===== config.mk =====
export PLATFORM = sky130hd
export DESIGN_NAME = sparse_tile_walker
export DESIGN_NICKNAME = d
export VERILOG_FILES = /design/src/rtl/stw_pkg.sv /design/src/rtl/stw_window_decode.sv /design/src/rtl/stw_entry_addr.sv /design/src/rtl/stw_leaf_decode.sv /design/src/rtl/sparse_tile_walker.sv
export SDC_FILE = /design/constraint.sdc
export NUM_CORES = 1
export LEC_CHECK = 0
export CAP_MARGIN = 20
export CORE_AREA = 2 2 146 148
export CTS_CLUSTER_SIZE = 25
export DETAILED_ROUTE_END_ITERATION = 8
export DIE_AREA = 0 0 148 150
export PLACE_DENSITY = 0.83
export SYNTH_ARGS = -nofsm -noshare
export SYNTH_HDL_FRONTEND = slang
export SYNTH_SLANG_ARGS = --single-unit
export TNS_END_PERCENT = 100

===== constraint.sdc =====
create_clock -name clk -period 3.53 [get_ports clk]
set_clock_uncertainty 0.2 [all_clocks]
set_input_delay 0.353 -clock clk [delete_from_list [all_inputs] [get_ports clk]]
set_output_delay 0.353 -clock clk [all_outputs]
set_load 0.005 [all_outputs]

===== src/rtl/stw_pkg.sv =====
// Shared types for the tile table walker.
// Assumes: nothing beyond the enums below.
package stw_pkg;

    typedef enum logic [2:0] {
        ST_IDLE,
        ST_RD_L3,
        ST_RD_L2,
        ST_RD_L1,
        ST_RESP
    } walk_state_e;

    typedef enum logic [1:0] {
        LVL_TOP,
        LVL_MID,
        LVL_LEAF
    } level_e;

endpackage


===== src/rtl/stw_window_decode.sv =====
// Window decode: flags an address whose top WIN_W bits equal the
// programmed selector while translation is enabled.
// Assumes: the selector is stable while a request is presented.
module stw_window_decode #(
    parameter int WIN_W = 4
) (
    input  logic             enable,
    input  logic [WIN_W-1:0] window,
    input  logic [WIN_W-1:0] va_top,
    output logic             hit
);

    // Compare the top address bits with the selector, gated by enable.
    always_comb begin
        hit = enable && (va_top == window);
    end

endmodule


===== src/rtl/stw_entry_addr.sv =====
// Entry address generator: forms the byte address of the table entry
// for the current level from a page number and the matching index field.
// Assumes: the index field is laid out top | middle | leaf, from MSB to LSB,
// and one table level never spans more than one page.
module stw_entry_addr
    import stw_pkg::*;
#(
    parameter int VA_W       = 48,
    parameter int PAGE_SHIFT = 12,
    parameter int L3_IDX_W   = 9,
    parameter int L2_IDX_W   = 9,
    parameter int L1_IDX_W   = 10,
    parameter int UPPER_LOG2 = 3,
    parameter int LEAF_LOG2  = 2
) (
    input  level_e                     level,
    input  logic [VA_W-PAGE_SHIFT-1:0] root_page,
    input  logic [VA_W-PAGE_SHIFT-1:0] prev_page,
    input  logic [L3_IDX_W+L2_IDX_W+L1_IDX_W-1:0] idx_fld,
    output logic [VA_W-1:0]            rd_addr
);

    localparam int IDX_W = L3_IDX_W + L2_IDX_W + L1_IDX_W;

    logic [VA_W-PAGE_SHIFT-1:0] page;
    logic [VA_W-1:0]            byte_off;

    // Choose the page and the scaled index for the level being read.
    always_comb begin
        unique case (level)
            LVL_TOP: begin
                page     = root_page;
                byte_off = VA_W'(idx_fld[IDX_W-1 -: L3_IDX_W]) << UPPER_LOG2;
            end
            LVL_MID: begin
                page     = prev_page;
                byte_off = VA_W'(idx_fld[L1_IDX_W +: L2_IDX_W]) << UPPER_LOG2;
            end
            default: begin
                page     = prev_page;
                byte_off = VA_W'(idx_fld[L1_IDX_W-1:0]) << LEAF_LOG2;
            end
        endcase
    end

    // Join the page base with the entry offset.
    always_comb begin
        rd_addr = {page, {PAGE_SHIFT{1'b0}}} + byte_off;
    end

endmodule


===== src/rtl/stw_leaf_decode.sv =====
// Leaf decoder: picks the leaf entry out of the returned data word,
// classifies it against the null and invalid markers and builds the
// tile address.
// Assumes: DATA_W is a whole multiple of LEAF_W and the word is little-endian.
module stw_leaf_decode #(
    parameter int VA_W       = 48,
    parameter int DATA_W     = 64,
    parameter int LEAF_W     = 32,
    parameter int TILE_SHIFT = 16,
    parameter int LEAVES     = DATA_W / LEAF_W,
    parameter int SEL_W      = (LEAVES > 1) ? $clog2(LEAVES) : 1
) (
    input  logic [DATA_W-1:0]     rd_data,
    input  logic [SEL_W-1:0]      sel,
    input  logic [LEAF_W-1:0]     null_val,
    input  logic [LEAF_W-1:0]     bad_val,
    input  logic [TILE_SHIFT-1:0] offset,
    output logic [VA_W-1:0]       tile_addr,
    output logic                  is_null,
    output logic                  is_bad
);

    logic [LEAF_W-1:0] leaf;

    generate
        if (LEAVES > 1) begin : g_multi
            // Pick the leaf slot named by the low read address bits.
            always_comb begin
                leaf = rd_data[sel*LEAF_W +: LEAF_W];
            end
        end else begin : g_single
            // The word holds a single leaf.
            always_comb begin
                leaf = rd_data[LEAF_W-1:0];
            end
        end
    endgenerate

    // Classify the leaf; null takes precedence over invalid.
    always_comb begin
        is_null   = (leaf == null_val);
        is_bad    = !is_null && (leaf == bad_val);
        tile_addr = (VA_W'(leaf) << TILE_SHIFT) | VA_W'(offset);
    end

endmodule


===== src/rtl/sparse_tile_walker.sv =====
// Tile table walker: translates addresses in the reserved window by
// reading the top, middle and leaf table entries in turn, and passes
// every other address through unchanged. One walk in flight.
// Assumes: configuration inputs are stable while a walk is in progress, and
// the memory answers each one-cycle read pulse with exactly one data-valid.
module sparse_tile_walker
    import stw_pkg::*;
#(
    parameter int VA_W       = 48,
    parameter int DATA_W     = 64,
    parameter int LEAF_W     = 32,
    parameter int WIN_W      = 4,
    parameter int TILE_SHIFT = 16,
    parameter int PAGE_SHIFT = 12,
    parameter int L3_IDX_W   = 9,
    parameter int L2_IDX_W   = 9,
    parameter int L1_IDX_W   = 10
) (
    input  logic                       clk,
    input  logic                       rst_n,
    input  logic                       cfg_enable,
    input  logic [WIN_W-1:0]           cfg_window,
    input  logic [VA_W-PAGE_SHIFT-1:0] cfg_l3_page,
    input  logic [LEAF_W-1:0]          cfg_null_val,
    input  logic [LEAF_W-1:0]          cfg_invalid_val,
    input  logic                       req_valid,
    output logic                       req_ready,
    input  logic [VA_W-1:0]            req_addr,
    output logic                       rsp_valid,
    input  logic                       rsp_ready,
    output logic [VA_W-1:0]            rsp_addr,
    output logic                       rsp_null,
    output logic                       rsp_fault,
    output logic                       mem_rd_req,
    output logic [VA_W-1:0]            mem_rd_addr,
    input  logic                       mem_rd_dv,
    input  logic [DATA_W-1:0]          mem_rd_data
);

    localparam int PG_W       = VA_W - PAGE_SHIFT;
    localparam int IDX_W      = L3_IDX_W + L2_IDX_W + L1_IDX_W;
    localparam int UPPER_LOG2 = $clog2(DATA_W / 8);
    localparam int LEAF_LOG2  = $clog2(LEAF_W / 8);
    localparam int LEAVES     = DATA_W / LEAF_W;
    localparam int SEL_W      = (LEAVES > 1) ? $clog2(LEAVES) : 1;

    walk_state_e      state_q;
    logic             wait_q;
    logic [VA_W-1:0]  va_q;
    logic [PG_W-1:0]  page_q;
    logic [VA_W-1:0]  rsp_addr_q;
    logic             rsp_null_q;
    logic             rsp_fault_q;

    logic             in_win;
    logic             accept;
    logic             rd_done;
    level_e           level;
    logic [VA_W-1:0]  tile_addr;
    logic             leaf_null;
    logic             leaf_bad;

    stw_window_decode #(.WIN_W(WIN_W)) u_win (
        .enable (cfg_enable),
        .window (cfg_window),
        .va_top (req_addr[VA_W-1 -: WIN_W]),
        .hit    (in_win)
    );

    stw_entry_addr #(
        .VA_W       (VA_W),
        .PAGE_SHIFT (PAGE_SHIFT),
        .L3_IDX_W   (L3_IDX_W),
        .L2_IDX_W   (L2_IDX_W),
        .L1_IDX_W   (L1_IDX_W),
        .UPPER_LOG2 (UPPER_LOG2),
        .LEAF_LOG2  (LEAF_LOG2)
    ) u_addr (
        .level     (level),
        .root_page (cfg_l3_page),
        .prev_page (page_q),
        .idx_fld   (va_q[TILE_SHIFT +: IDX_W]),
        .rd_addr   (mem_rd_addr)
    );

    stw_leaf_decode #(
        .VA_W       (VA_W),
        .DATA_W     (DATA_W),
        .LEAF_W     (LEAF_W),
        .TILE_SHIFT (TILE_SHIFT),
        .LEAVES     (LEAVES),
        .SEL_W      (SEL_W)
    ) u_leaf (
        .rd_data   (mem_rd_data),
        .sel       (mem_rd_addr[LEAF_LOG2 +: SEL_W]),
        .null_val  (cfg_null_val),
        .bad_val   (cfg_invalid_val),
        .offset    (va_q[TILE_SHIFT-1:0]),
        .tile_addr (tile_addr),
        .is_null   (leaf_null),
        .is_bad    (leaf_bad)
    );

    // Handshake and read-port control derived from the walk state.
    always_comb begin
        req_ready  = (state_q == ST_IDLE);
        rsp_valid  = (state_q == ST_RESP);
        accept     = req_valid && req_ready;
        mem_rd_req = !wait_q && ((state_q == ST_RD_L3) ||
                                 (state_q == ST_RD_L2) ||
                                 (state_q == ST_RD_L1));
        rd_done    = wait_q && mem_rd_dv;
        rsp_addr   = rsp_addr_q;
        rsp_null   = rsp_null_q;
        rsp_fault  = rsp_fault_q;
    end

    // Map the walk state onto the table level being addressed.
    always_comb begin
        unique case (state_q)
            ST_RD_L3: level = LVL_TOP;
            ST_RD_L2: level = LVL_MID;
            default:  level = LVL_LEAF;
        endcase
    end

    // Walk sequencer: advances one level per returned entry.
    always_ff @(posedge clk) begin
        if (!rst_n) begin
            state_q <= ST_IDLE;
            wait_q  <= 1'b0;
        end else begin
            unique case (state_q)
                ST_IDLE: begin
                    if (accept) state_q <= in_win ? ST_RD_L3 : ST_RESP;
                end
                ST_RD_L3, ST_RD_L2, ST_RD_L1: begin
                    if (mem_rd_req) begin
                        wait_q <= 1'b1;
                    end else if (rd_done) begin
                        wait_q  <= 1'b0;
                        state_q <= (state_q == ST_RD_L3) ? ST_RD_L2 :
                                   (state_q == ST_RD_L2) ? ST_RD_L1 : ST_RESP;
                    end
                end
                ST_RESP: begin
                    if (rsp_ready) state_q <= ST_IDLE;
                end
                default: state_q <= ST_IDLE;
            endcase
        end
    end

    // Capture the request address and the page pointer of each upper entry.
    always_ff @(posedge clk) begin
        if (!rst_n) begin
            va_q   <= '0;
            page_q <= '0;
        end else begin
            if (accept) va_q <= req_addr;
            if (rd_done && (state_q != ST_RD_L1))
                page_q <= mem_rd_data[VA_W-1:PAGE_SHIFT];
        end
    end

    // Response register: loaded on bypass or when the leaf returns.
    always_ff @(posedge clk) begin
        if (!rst_n) begin
            rsp_addr_q  <= '0;
            rsp_null_q  <= 1'b0;
            rsp_fault_q <= 1'b0;
        end else if (accept && !in_win) begin
            rsp_addr_q  <= req_addr;
            rsp_null_q  <= 1'b0;
            rsp_fault_q <= 1'b0;
        end else if (rd_done && (state_q == ST_RD_L1)) begin
            rsp_null_q  <= leaf_null;
            rsp_fault_q <= leaf_bad;
            if (leaf_null)     rsp_addr_q <= '0;
            else if (leaf_bad) rsp_addr_q <= va_q;
            else               rsp_addr_q <= tile_addr;
        end
    end

    // Pass-through answers in the next cycle with the untouched address.
    assert_bypass_R1: assert property (@(posedge clk) disable iff (!rst_n)
        (accept && !in_win) |=> (rsp_valid && rsp_addr == $past(req_addr)
                                 && !rsp_null && !rsp_fault));

    // Non-null results keep the in-tile offset of the request.
    assert_offset_R6: assert property (@(posedge clk) disable iff (!rst_n)
        (rsp_valid && !rsp_null) |-> (rsp_addr[TILE_SHIFT-1:0] == va_q[TILE_SHIFT-1:0]));

    // A null response carries no address and no fault.
    assert_null_R7: assert property (@(posedge clk) disable iff (!rst_n)
        (rsp_valid && rsp_null) |-> (rsp_addr == '0 && !rsp_fault));

    // A fault echoes the requested address.
    assert_fault_R8: assert property (@(posedge clk) disable iff (!rst_n)
        (rsp_valid && rsp_fault) |-> (rsp_addr == va_q));

    // A stalled response does not change.
    assert_hold_R9: assert property (@(posedge clk) disable iff (!rst_n)
        (rsp_valid && !rsp_ready) |=> (rsp_valid && $stable(rsp_addr)
                                       && $stable(rsp_null) && $stable(rsp_fault)));

    // While a response is pending no request is taken and no read goes out.
    assert_single_R10: assert property (@(posedge clk) disable iff (!rst_n)
        rsp_valid |-> (!req_ready && !mem_rd_req));

    // Every read request lasts exactly one cycle.
    assert_pulse_R11: assert property (@(posedge clk) disable iff (!rst_n)
        mem_rd_req |=> !mem_rd_req);

endmodule


==> metrics.cfg <==
[outcome]
status=finished, final reports clean

[yosys]
synth.area.top_cells=dfxtp_1, nand2_1, a21oi_1
synth_edf_count=0
ys_ff_latch=138
ys.flop_type=dfxtp_1
synthesis.area_um2=9510
synth_common_cells=nand2_1, a21oi_1, dfxtp_1
synth_cell_types=62
yosysTopAreaCell=dfxtp_1
ys_seq_area_share_pct=29.0
async_flop_share_pct=0
synth_most_common_cell=nand2_1
synthCells=1328
synth.yosys.warnings=0
avgSynthCellArea_um2=7.16
netlist.area_leader.share_pct=29.0

[routing]
avgViaCountPerCell=6.55
detail_route.wl_per_cell_um=26.4
wl_mm=53.1
drc=0
vias=13200
drt_iter0_drc=1730
drtPass1Iterations=8
antenna_left=0

[min_path]
min_path_cells=2
hold_end=page_q[24]$_SDFFE_PN0P_
hold_path_startpoint=page_q[24]$_SDFFE_PN0P_
hold_path_class=reg -> reg

[pwr]
power_frac_clock_pct=36.5
p_leak_nw=5.54
power_per_cell_area_nw_per_um2=346
comb_power_share_pct=29.4
ir_drop_mv=0.324
sequentialPowerShare_pct=34.1
switching_power_w=0.00169
design_power_total_w=0.00506
p_int_w=0.00337
p_sw_share_pct=33.4

[setup_path]
required_ns=3.68
r2r-end=rsp_addr[17]$_SDFFE_PN0P_
r2r_slack_ns=0.08
critical_path_arrival_ns=3.59
cp-end-kind=flop
r2r_start=state_q[2]$_SDFFE_PN0P_
reg2regPathDepth=14
start_kind=flop
crit_type=reg -> reg
worstPathMaxFanout=15

[grt]
antenna_found_initial=0
grtUsageTotal_pct=46.2
grt_max_degree=53
grt_pass1_wl_mm=77.0
grt_pass1_vias=12600
grt_overflow_total=0

[finish]
final_core_util_pct=70.5
fillerInstances=1668
seqCellArea_um2=2760
diodes=0
stdcell_count=2010
multiInputGateArea_um2=6110
syn2layout_area_growth_pct=53.4
drive_above_1_share_pct=14.5
num-nets-final=1944

[timing]
fin_crit_sh_pct=97.6
layout_min_cycle_time_ns=3.45
setup_tns_ns=0
setup_viol=0
slew_viol_final=0
tightest_slew_ns=1.00
setup_slack_ns=0.0840
hold_viol_final=0
clock.fmax_mhz=290
rsz0062_at_grt=no
max_slew_margin_pct=33.1

[clock_network]
cts_tree=yes
clock_sinks=138
h-tree-depth=4
cts_root_buffer=clkbuf_16
post_cts_buffers=0
cts_buffer_depth=2
numCtsBuffers=17
clk_latency_ns=0.43
path_clk_slew_ns=0.07

[floorplan]
num_rows=53
io_pins=323
fp.dieArea_um2=22200
die_h_um=150
initial_core_util_pct=46.0
core_um2=20700
die_w_um=148

[place]
placedCellCount=1978
place_congestion=1.15
numPortBuffers=320
dp_hpwl_mm=40.3
pre_cts_ws_ns=-0.286

[flow_run]
cap_violations=0

==> power by group through the flow <==
stage | Combinational [W] | Clock (W) | Sequential, W
after detailed placement | 0.00142 | 0 | 0.00175
after global routing | 0.00154 | 0.00189 | 0.00173
final | 0.00149 | 0.00185 | 0.00172
after CTS | 0.00143 | 0.00184 | 0.00172
after global placement | 0.00141 | 0 | 0.00174
after floorplan | 0.000547 | 0 | 0.00173
==> worst max path at each step <==
stage / endpoint / slack, ns / startpoint / cells past startpoint
after global routing: rsp_addr[13]$_SDFFE_PN0P_ / 0.008 / state_q[0]$_SDFFE_PN0P_ / 12
after floorplan: rsp_addr[47]$_SDFFE_PN0P_ / 0.50 / cfg_invalid_val[16] / 10
after CTS: mem_rd_addr[41] / 0.1 / state_q[0]$_SDFFE_PN0P_ / 6
after global placement: rsp_addr[31]$_SDFFE_PN0P_ / -0.25 / mem_rd_data[16] / 12
final: rsp_addr[17]$_SDFFE_PN0P_ / 0.08 / state_q[2]$_SDFFE_PN0P_ / 14
after detailed placement: rsp_addr[35]$_SDFFE_PN0P_ / -0.29 / mem_rd_data[16] / 12
==> layer usage <==
metal,vias up,global-route usage [%],part of all wire [%]
met2,1192,73.2,43
met1,6074,57.7,36
li1,5607,-,-
met4,0,30.3,8.3
met3,294,8.29,13
met5,-,0,0
==> cell usage in the layout, fill, tap and decap left out, drive strengths merged, types with 32 or more instances in the layout <==
cell,instances
a21oi,150
buf,161
clkdlybuf4s50,320
dfxtp,138
inv,78
mux2,37
nand2,239
nand3,40
nor2,34
o21ai,107
o221ai,57
xor2,32
==> timing repair <==
item	4_1_cts	5_1_grt
setup endpoints to repair	0	42
hold buffers	0	0
resized for setup	0	7
==> logic make-up (layout without fill, tap and decap cells) <==
logic type	after synthesis	after routing	synth area share (%)
AOI/OAI and AO/OA	478	478	32.2
xor gates and xnor gates	63	63	6.08
buffers and inverters	179	585	7.35
DFF	138	138	29.0
muxes	45	45	5.22
other	1	2	0.0394
and+or+nand+nor	424	424	20.1
==> final cells by class <==
type | count | area share (%)
well taps | 275 | 2.36
multi-input cells | 1012 | 41.9
flip-flops and latches | 138 | 18.9
inverters | 72 | 1.85
clock buffers | 18 | 3.01
repair buffers | 481 | 30.9
clock inverters | 14 | 1.05
==> stage by stage <==
step / hold slack [ns] / area [um^2]
floorplan: 0.232 / 9520
global placement: 0.241 / 14000
detailed placement: 0.246 / 14000
CTS: 0.255 / 14600
global route: 0.273 / 14600
finish: 0.254 / 14600
==> critical path: stages, from the launching register on <==
cell,delay (ns)
dfxtp_1,0.46
buf_4,0.18
inv_1,0.05
buf_4,0.20
nand2_2,0.31
nand2_1,0.22
inv_2,0.11
nand2_1,0.12
a21oi_1,0.29
a21o_1,0.16
nor3_2,0.07
a31oi_2,0.34
buf_4,0.29
o221ai_1,0.14
a21oi_1,0.21
==> registers in the layout (all words and copies together), names as in the netlist <==
name       count
rsp_addr      48
rsp_fault      1
state_q        3
page_q        36
rsp_null       1
wait_q         1
va_q          48
Note: power is estimated with default switching activity, not from simulation.
